==> src/rtl/ptw_pkg.sv <==
package ptw_pkg;
  typedef enum logic [1:0] {
    ST_IDLE     = 2'd0,
    ST_RD_OUTER = 2'd1,
    ST_RD_INNER = 2'd2,
    ST_DONE     = 2'd3
  } walk_state_e;

  typedef enum logic [1:0] {
    FLT_NONE  = 2'd0,
    FLT_BOUND = 2'd1,
    FLT_OUTER = 2'd2,
    FLT_INNER = 2'd3
  } flt_code_e;
endpackage

==> src/rtl/ptw_regs.sv <==
module ptw_regs #(
  parameter int AW = 32,
  parameter int LW = 13
) (
  input  logic          clk,
  input  logic          rst_n,
  input  logic          base_we,
  input  logic [AW-1:0] base_wdata,
  input  logic          limit_we,
  input  logic [LW-1:0] limit_wdata,
  output logic [AW-1:0] base_q,
  output logic [LW-1:0] limit_q
);
  always_ff @(posedge clk or negedge rst_n) begin
    if (!rst_n)       base_q <= '0;
    else if (base_we) base_q <= base_wdata;
  end

  always_ff @(posedge clk or negedge rst_n) begin
    if (!rst_n)        limit_q <= '0;
    else if (limit_we) limit_q <= limit_wdata;
  end
endmodule

==> src/rtl/ptw_addr.sv <==
module ptw_addr #(
  parameter int VA_W  = 32,
  parameter int OFF_W = 10,
  parameter int P2_W  = 10,
  localparam int P1_W  = VA_W - OFF_W - P2_W,
  localparam int LIM_W = P1_W + 1,
  localparam int FRM_W = VA_W - OFF_W
) (
  input  logic [P1_W-1:0]  req_p1,
  input  logic [LIM_W-1:0] limit_q,
  input  logic [VA_W-1:0]  base_q,
  input  logic [P1_W-1:0]  cur_p1,
  input  logic [P2_W-1:0]  cur_p2,
  input  logic [FRM_W-1:0] frame_q,
  output logic             out_of_range,
  output logic [VA_W-1:0]  outer_addr,
  output logic [VA_W-1:0]  inner_addr
);
  // Entries are 4 bytes wide, so each index is scaled by 4.
  logic [VA_W-1:0] p1_bytes, p2_bytes;

  always_comb begin
    out_of_range = ({1'b0, req_p1} >= limit_q);
    p1_bytes     = {{(VA_W-P1_W-2){1'b0}}, cur_p1, 2'b00};
    p2_bytes     = {{(VA_W-P2_W-2){1'b0}}, cur_p2, 2'b00};
    outer_addr   = base_q + p1_bytes;
    inner_addr   = {frame_q, {OFF_W{1'b0}}} + p2_bytes;
  end
endmodule

==> src/rtl/ptw_fsm.sv <==
module ptw_fsm
  import ptw_pkg::*;
#(
  parameter int VA_W  = 32,
  parameter int OFF_W = 10,
  localparam int FRM_W = VA_W - OFF_W
) (
  input  logic             clk,
  input  logic             rst_n,
  input  logic             req_valid,
  input  logic [VA_W-1:0]  req_vaddr,
  input  logic             out_of_range,
  input  logic             mem_valid,
  input  logic [VA_W-1:0]  mem_rdata,
  output logic             req_ready,
  output logic             mem_req,
  output logic             sel_inner,
  output logic             resp_valid,
  output logic [1:0]       resp_code,
  output logic [VA_W-1:0]  resp_paddr,
  output logic [VA_W-1:0]  va_q,
  output logic [FRM_W-1:0] frame_q
);
  walk_state_e state_q, state_d;
  logic        accept, outer_ok, va_en, frame_en, res_en;
  flt_code_e   code_d;
  logic [1:0]  code_q;
  logic [VA_W-1:0] paddr_d, paddr_q;
  logic [OFF_W-2:0] unused_rdata;

  assign unused_rdata = mem_rdata[OFF_W-1:1];
  assign accept       = (state_q == ST_IDLE) && req_valid;
  assign outer_ok     = mem_rdata[0];

  always_comb begin
    state_d = state_q;
    unique case (state_q)
      ST_IDLE:     if (req_valid) state_d = out_of_range ? ST_DONE : ST_RD_OUTER;
      ST_RD_OUTER: if (mem_valid) state_d = outer_ok ? ST_RD_INNER : ST_DONE;
      ST_RD_INNER: if (mem_valid) state_d = ST_DONE;
      ST_DONE:     state_d = ST_IDLE;
    endcase
  end

  always_comb begin
    code_d  = FLT_BOUND;
    paddr_d = '0;
    unique case (state_q)
      ST_RD_OUTER: code_d = FLT_OUTER;
      ST_RD_INNER: begin
        if (mem_rdata[0]) begin
          code_d  = FLT_NONE;
          paddr_d = {mem_rdata[VA_W-1:OFF_W], va_q[OFF_W-1:0]};
        end else begin
          code_d  = FLT_INNER;
        end
      end
      default: code_d = FLT_BOUND;
    endcase
  end

  assign va_en    = accept;
  assign frame_en = (state_q == ST_RD_OUTER) && mem_valid && outer_ok;
  assign res_en   = (accept && out_of_range)
                 || ((state_q == ST_RD_OUTER) && mem_valid && !outer_ok)
                 || ((state_q == ST_RD_INNER) && mem_valid);

  always_ff @(posedge clk or negedge rst_n) begin
    if (!rst_n) state_q <= ST_IDLE;
    else        state_q <= state_d;
  end

  always_ff @(posedge clk or negedge rst_n) begin
    if (!rst_n)     va_q <= '0;
    else if (va_en) va_q <= req_vaddr;
  end

  always_ff @(posedge clk or negedge rst_n) begin
    if (!rst_n)        frame_q <= '0;
    else if (frame_en) frame_q <= mem_rdata[VA_W-1:OFF_W];
  end

  always_ff @(posedge clk or negedge rst_n) begin
    if (!rst_n) begin
      code_q  <= '0;
      paddr_q <= '0;
    end else if (res_en) begin
      code_q  <= code_d;
      paddr_q <= paddr_d;
    end
  end

  assign req_ready  = (state_q == ST_IDLE);
  assign mem_req    = (state_q == ST_RD_OUTER) || (state_q == ST_RD_INNER);
  assign sel_inner  = (state_q == ST_RD_INNER);
  assign resp_valid = (state_q == ST_DONE);
  assign resp_code  = code_q;
  assign resp_paddr = paddr_q;
endmodule

==> src/rtl/pt_walker.sv <==
module pt_walker #(
  parameter int VA_W  = 32,
  parameter int OFF_W = 10,
  parameter int P2_W  = 10,
  localparam int P1_W  = VA_W - OFF_W - P2_W,
  localparam int LIM_W = P1_W + 1,
  localparam int FRM_W = VA_W - OFF_W
) (
  input  logic             clk,
  input  logic             rst_n,
  input  logic             base_we,
  input  logic [VA_W-1:0]  base_wdata,
  input  logic             limit_we,
  input  logic [LIM_W-1:0] limit_wdata,
  input  logic             req_valid,
  input  logic [VA_W-1:0]  req_vaddr,
  output logic             req_ready,
  output logic             resp_valid,
  output logic [1:0]       resp_code,
  output logic [VA_W-1:0]  resp_paddr,
  output logic             mem_req,
  output logic [VA_W-1:0]  mem_addr,
  input  logic             mem_valid,
  input  logic [VA_W-1:0]  mem_rdata
);
  // Reset is asserted asynchronously and released on a clock edge.
  logic [1:0] rst_sync_q;
  logic       rst_int_n;

  always_ff @(posedge clk or negedge rst_n) begin
    if (!rst_n) rst_sync_q <= 2'b00;
    else        rst_sync_q <= {rst_sync_q[0], 1'b1};
  end
  assign rst_int_n = rst_sync_q[1];

  logic [VA_W-1:0]  base_q;
  logic [LIM_W-1:0] limit_q;
  logic [VA_W-1:0]  va_q, outer_addr, inner_addr;
  logic [FRM_W-1:0] frame_q;
  logic             out_of_range, sel_inner;

  ptw_regs #(.AW(VA_W), .LW(LIM_W)) u_regs (
    .clk(clk), .rst_n(rst_int_n),
    .base_we(base_we), .base_wdata(base_wdata),
    .limit_we(limit_we), .limit_wdata(limit_wdata),
    .base_q(base_q), .limit_q(limit_q)
  );

  ptw_addr #(.VA_W(VA_W), .OFF_W(OFF_W), .P2_W(P2_W)) u_addr (
    .req_p1(req_vaddr[VA_W-1 -: P1_W]),
    .limit_q(limit_q),
    .base_q(base_q),
    .cur_p1(va_q[VA_W-1 -: P1_W]),
    .cur_p2(va_q[OFF_W +: P2_W]),
    .frame_q(frame_q),
    .out_of_range(out_of_range),
    .outer_addr(outer_addr),
    .inner_addr(inner_addr)
  );

  ptw_fsm #(.VA_W(VA_W), .OFF_W(OFF_W)) u_fsm (
    .clk(clk), .rst_n(rst_int_n),
    .req_valid(req_valid), .req_vaddr(req_vaddr),
    .out_of_range(out_of_range),
    .mem_valid(mem_valid), .mem_rdata(mem_rdata),
    .req_ready(req_ready), .mem_req(mem_req), .sel_inner(sel_inner),
    .resp_valid(resp_valid), .resp_code(resp_code), .resp_paddr(resp_paddr),
    .va_q(va_q), .frame_q(frame_q)
  );

  assign mem_addr = sel_inner ? inner_addr : outer_addr;
endmodule

==> config.mk <==
export PLATFORM = sky130hd
export DESIGN_NAME = pt_walker
export DESIGN_NICKNAME = d
export VERILOG_FILES = /design/src/rtl/ptw_pkg.sv /design/src/rtl/ptw_regs.sv /design/src/rtl/ptw_addr.sv /design/src/rtl/ptw_fsm.sv /design/src/rtl/pt_walker.sv
export SDC_FILE = /design/constraint.sdc
export NUM_CORES = 1
export LEC_CHECK = 0
export ABC_AREA = 0
export BUFFER_PORTS_ARGS = -buffer_cell sky130_fd_sc_hd__buf_2
export CAP_MARGIN = 20
export CORE_MARGIN = 2
export CORE_UTILIZATION = 49
export CTS_CLUSTER_DIAMETER = 50
export CTS_CLUSTER_SIZE = 24
export DETAILED_ROUTE_END_ITERATION = 8
export PLACE_DENSITY_LB_ADDON = 0.08
export SYNTH_ARGS = -nofsm -noshare
export SYNTH_HDL_FRONTEND = slang
export SYNTH_HIERARCHICAL = 1
export SYNTH_SLANG_ARGS = --single-unit
==> constraint.sdc <==
create_clock -name clk -period 3.77 [get_ports clk]
set_input_delay 0.377 -clock clk [delete_from_list [all_inputs] [get_ports clk]]
set_output_delay 0.377 -clock clk [all_outputs]
set_load 0.02 [all_outputs]
-- Word level (Yosys, flattened, before mapping)
Index checks and enable logic that the tools add are counted.
- register bits: 137
- bits in latches: 0
- bits in writable memories: 0
- ROM bits: 0
- bits of input ports: 115
- output and inout bits: 69
- word-level logic and storage cells: 40
- memories: 0
- add/subtract/negate cells: 2
- multipliers: 0
- div/mod/pow operators: 0
- order comparisons: 1
- equal/unequal tests: 6
- shift operators: 0
- mux-type cells: 11
- bitwise operators: 0
- reduce and logical (&&, ||, !) cells: 12
- operators by type and width (kind ; number):
    two-way mux 32 bit ; 3
    adder 32 x 12 -> 32 bit ; 1
    adder 32 x 14 -> 32 bit ; 1
    >= comparator 12 x 13 -> 1 bit ; 1
    two-way mux 2 bit ; 5
    case mux 2 bit (4 select lines) ; 1
    logical AND 1 bit ; 6
    != test 2 bit (second input constant) ; 3
    equality test 2 bit (second input constant) ; 2
    case mux 2 bit (2 select lines) ; 1
    logical OR 1 bit ; 3
    AND reduction 3 bit ; 1
    equality test 2 x 1 -> 1 bit (second input constant) ; 1
    logical NOT 2 bit ; 1
    logical NOT 1 bit ; 1
    two-way mux 1 bit ; 1

-- Longest topological paths before layout
- depth after elaboration: 5
- depth in mapped cells: 12
- gate-level depth less buffers: 11

-- Modules after synthesis
Netlist, hierarchy kept.
- modules (own cells, without submodules) (module ; times used ; cells an instance ; area each (sq um) ; sequential area each (sq um)):
    ptw_fsm ; 1 ; 250 ; 3818.7 ; 2252.2
    ptw_regs ; 1 ; 95 ; 1824.2 ; 1126.1
    ptw_addr ; 1 ; 236 ; 1689.1 ; 0.0
    pt_walker ; 1 ; 39 ; 598.1 ; 50.0

-- Worst setup path before layout
OpenSTA, ideal clock, no wires.
- kind: register -> output
- start: register u_regs.base_q[2]
- end: output mem_addr[24]
- arrival: 2224 ps
- data required time: 3393 ps
- setup slack: 1169 ps
- stages on the path, launching flop included: 11
- path buffers: 0
- cell sequence: dfrtp_1 ha_1 inv_1 fa_1 nand2b_1 a21oi_1 a211oi_2 o221ai_2 nand4_1 xnor2_1 mux2_4
- word-level cells in the longest chain between the ends: 2
- RTL lines (element ; RTL line ; text):
    from (decl) ; ptw_regs.sv:11 ; output logic [AW-1:0] base_q,
    from (signal assigned) ; ptw_regs.sv:16 ; else if (base_we) base_q <= base_wdata;
    adder 32 x 14 -> 32 bit ; ptw_addr.sv:26 ; outer_addr = base_q + p1_bytes;
    via outer_addr[24] ; pt_walker.sv:38 ; logic [VA_W-1:0] va_q, outer_addr, inner_addr;
    two-way mux 32 bit ; pt_walker.sv:71 ; assign mem_addr = sel_inner ? inner_addr : outer_addr;
    to (decl) ; pt_walker.sv:22 ; output logic [VA_W-1:0] mem_addr,
The timed path passes the listed nets, and every way through them passes these cells.

-- Worst setup path after layout
- start: register u_fsm.va_q[20]
- end: output mem_addr[16]
- word-level cells in the longest chain between the ends: 2
- RTL lines (element ; RTL line ; text):
    from (decl) ; ptw_fsm.sv:21 ; output logic [VA_W-1:0] va_q,
    from (signal assigned) ; ptw_fsm.sv:75 ; else if (va_en) va_q <= req_vaddr;
    adder 32 x 14 -> 32 bit ; ptw_addr.sv:26 ;
    via outer_addr[16] ; pt_walker.sv:38 ;
    two-way mux 32 bit ; pt_walker.sv:71 ;
The timed path passes the listed nets, and every way through them passes these cells.

==> flow_summary.ini <==
[clocking]
cts_made_buffers = 17
cts_resized = 0
clk_pin_slew_worst_paths_ns = 0.06
clock-sinks = 137
cts_root_buffer = clkbuf_16
cts_buffer_depth = 2
clk-insertion-delay-late_ns = 0.41
cts_tree = done
cts-htree-levels = 4

[die]
fp.coreArea_um2 = 15830
num_rows = 46
io_pins = 184
initial_utilization_pct = 50.10
dieArea_um2 = 17220
dieWidth_um = 131.2
die_h_um = 131.2

[logic_synthesis]
synth_cells = 620
syn_area_um2 = 7930
synth.most_common_cell = dfrtp_1
synth_edf_count = 0
synthFlopType = dfrtp_1
ys_top_cells_by_area = dfrtp_1 43%, mux2_4 17%, mux2_2 11%
synth_top_area_share_pct = 43.23
avgSynthCellArea_um2 = 12.79
synth_cell_type_count = 49
synth_area_leader_cell = dfrtp_1
synth_warnings = 6
ys_seq_area_share_pct = 43.23
synthArstFlopShare_pct = 100.0
synth_seq_cells = 137
synth_commonest_cells = 137 x dfrtp_1, 89 x mux2_4, 75 x mux2_2

[timing]
hold_viol = 0
min_period_ns = 3.483
timing.final.crit_share_pct = 92.39
worst_slew_pin_slew_ns = 1.059
setup_violations = 0
grt_setup_unrepaired = false
slew_viol_final = 0
tns_ns = 0
maxSlewHeadroom_pct = 29.40
fmax_ghz = 0.2871
finClkSkew_ns = 0.009639

[worst_setup_path]
reg2reg_from = u_regs/limit_q[0]
worst_setup_path_start_kind = flip-flop
end_kind = output pin
worstPathMaxFanout = 9
regToRegSetupSlack_ns = 0.81
arrival_ns = 3.11
path_class = flip-flop to output pin
reg2reg_to = u_fsm/resp_paddr[31]
crit_required_ns = 3.39
worstRegToRegCells = 10

[worst_hold_path]
hold_end = u_fsm/va_q[7]
min_from = req_vaddr[7]
hold_class = input pin to flip-flop
hold_depth = 2

[power]
power_switching_share_pct = 36.32
power_density_nw_per_um2 = 807.3
p_clk_share_pct = 23.8
p_int_mw = 4.875
p_comb_share_pct = 45.9
power_frac_seq_pct = 30.3
irDropWorstVdd_uv = 415.4
power.leakage_nw = 4.743
switchingPower_mw = 2.780

[grt]
grt_max_degree = 95
grt_pass1_vias = 5661
antenna_found_initial = 1
grt_overflow = 0
grt_first_pass_wirelength_um = 28630
grt_usage_pct = 20.80

[detailed_routing]
vias = 5185
routed_wl_um = 17100
first_pass_iters = 4
avgRoutedWirePerCell_um = 16.85
drt_iter0_markers = 252
drcViolationCount = 0
vias_per_cell = 5.108
final_antenna_net_count = 0

[outcome]
outcome = complete, no violations

[place]
gp_congestion = 0.8102
dp_hpwl_um = 12550
portBuffers = 174

[job]
max_cap_violations = 0

[finish]
nFillCells = 1342
finish.utilization_pct = 59.91
fin_nets = 933
area_growth_pct = 19.56
drive_gt1_share_pct = 48.62
## metal layers
metal	vias up	GRT usage, %	routed length [um]
li1	2504	-	-
met1	2526	27.25	7785
met2	140	33.63	8182
met3	13	6.250	996
met4	2	5.857	126
met5	-	0	11
## what timing repair did
item,4_1_cts,5_1_grt
hold buffers,1,0
setup buffers,0,0
hold endpoints to repair,2,0
## registers in the layout (all words and copies together), names as in the netlist
register / cells
u_fsm/frame_q: 22
u_regs/limit_q: 13
u_fsm/state_q: 2
u_fsm/va_q: 32
u_fsm/resp_paddr: 32
u_regs/base_q: 32
u_fsm/resp_code: 2
rst_sync_q: 2
## critical path, stage by stage, from the launching register on
cell and delay, ns:
dfrtp_1 0.38, ha_1 0.18, inv_1 0.05, fa_1 0.39, nand2b_1 0.18, a21oi_1 0.16
a211oi_2 0.10, o221ai_2 0.47, nand3_1 0.19, xnor2_1 0.16, mux2_4 0.26, buf_2 0.17
## power groups by stage
| stage | clock [mW] | sequential [mW] | combinational [mW] |
|---|---|---|---|
| finish | 1.82 | 2.32 | 3.51 |
| global route | 1.94 | 2.40 | 3.79 |
| CTS | 1.87 | 2.33 | 3.54 |
| detailed placement | 0 | 2.35 | 3.53 |
| global placement | 0 | 2.32 | 3.46 |
| floorplan | 0 | 2.38 | 2.68 |
## how the worst max path moves through the flow
stage                          start                    to  slack, ns  cells past startpoint
finish                u_fsm/va_q[20]          mem_addr[16]       0.29                     11
CTS                   u_fsm/va_q[20]          mem_addr[16]       0.24                     11
detailed placement     req_vaddr[20]   u_fsm/resp_paddr[0]       0.66                     12
global placement       req_vaddr[20]  u_fsm/resp_paddr[31]       0.59                     12
floorplan           u_regs/base_q[2]          mem_addr[24]       1.17                     10
global route          u_fsm/va_q[20]          mem_addr[24]       0.02                     11
## layout make-up
type | count | area [um2] | area share [%]
antenna | 1 | 2.502 | 0.02639
clock buffer | 25 | 485.5 | 5.120
clock inverter | 7 | 163.9 | 1.729
tap | 216 | 270.3 | 2.850
sequential | 137 | 3432 | 36.20
timing repair buffer | 180 | 930.9 | 9.818
multi-input combinational | 425 | 4106 | 43.31
inverter | 24 | 90.09 | 0.9501
## layout by cell type, fill, tap and decap left out, types with 4 or more instances in the layout
| master | synthesis | final |
|---|---|---|
| nand2b_1 | 6 | 6 |
| xnor2_1 | 35 | 35 |
| ha_1 | 31 | 30 |
| and3_1 | 37 | 37 |
| bufinv_16 | 0 | 5 |
| dfrtp_1 | 137 | 136 |
| inv_1 | 24 | 24 |
| mux2_4 | 89 | 89 |
| nand2_1 | 26 | 26 |
| nand4_1 | 9 | 9 |
| o21ai_0 | 7 | 7 |
| clkbuf_1 | 6 | 5 |
| a21oi_1 | 16 | 16 |
| nor2_1 | 19 | 19 |
| clkbuf_16 | 0 | 17 |
| buf_2 | 5 | 174 |
| buf_4 | 13 | 4 |
| mux2_2 | 75 | 75 |
| a21o_1 | 5 | 5 |
| xor2_1 | 13 | 13 |
| nand3_1 | 18 | 18 |
## metrics by stage
stage	instance area, um2	instances	setup WS, ns	total power [mW]	hold WS [ns]
2_1_floorplan	7935	621	1.169	5.056	0.08141
3_3_place_gp	8820	981	0.5917	5.787	0.1624
3_5_place_dp	8820	981	0.6613	5.873	0.1636
4_1_cts	9479	1014	0.2390	7.738	0.1728
5_1_grt	9479	1014	0.01604	8.131	0.1769
6_report	9482	1015	0.2867	7.655	0.1979
## cells by family (layout without fill, tap and decap cells)
logic type,Yosys count,count (layout),synth area share [%]
muxes,166,166,27.75
DFF,137,137,43.23
and+or+nand+nor,134,134,9.546
buffers and inverters,59,236,5.191
xor gates and xnor gates,48,48,5.301
AOI/OAI and AO/OA,41,41,3.487
adders and majority gates,33,33,5.396
other,2,4,0.09470
Note: power is estimated with default switching activity, not from simulation.
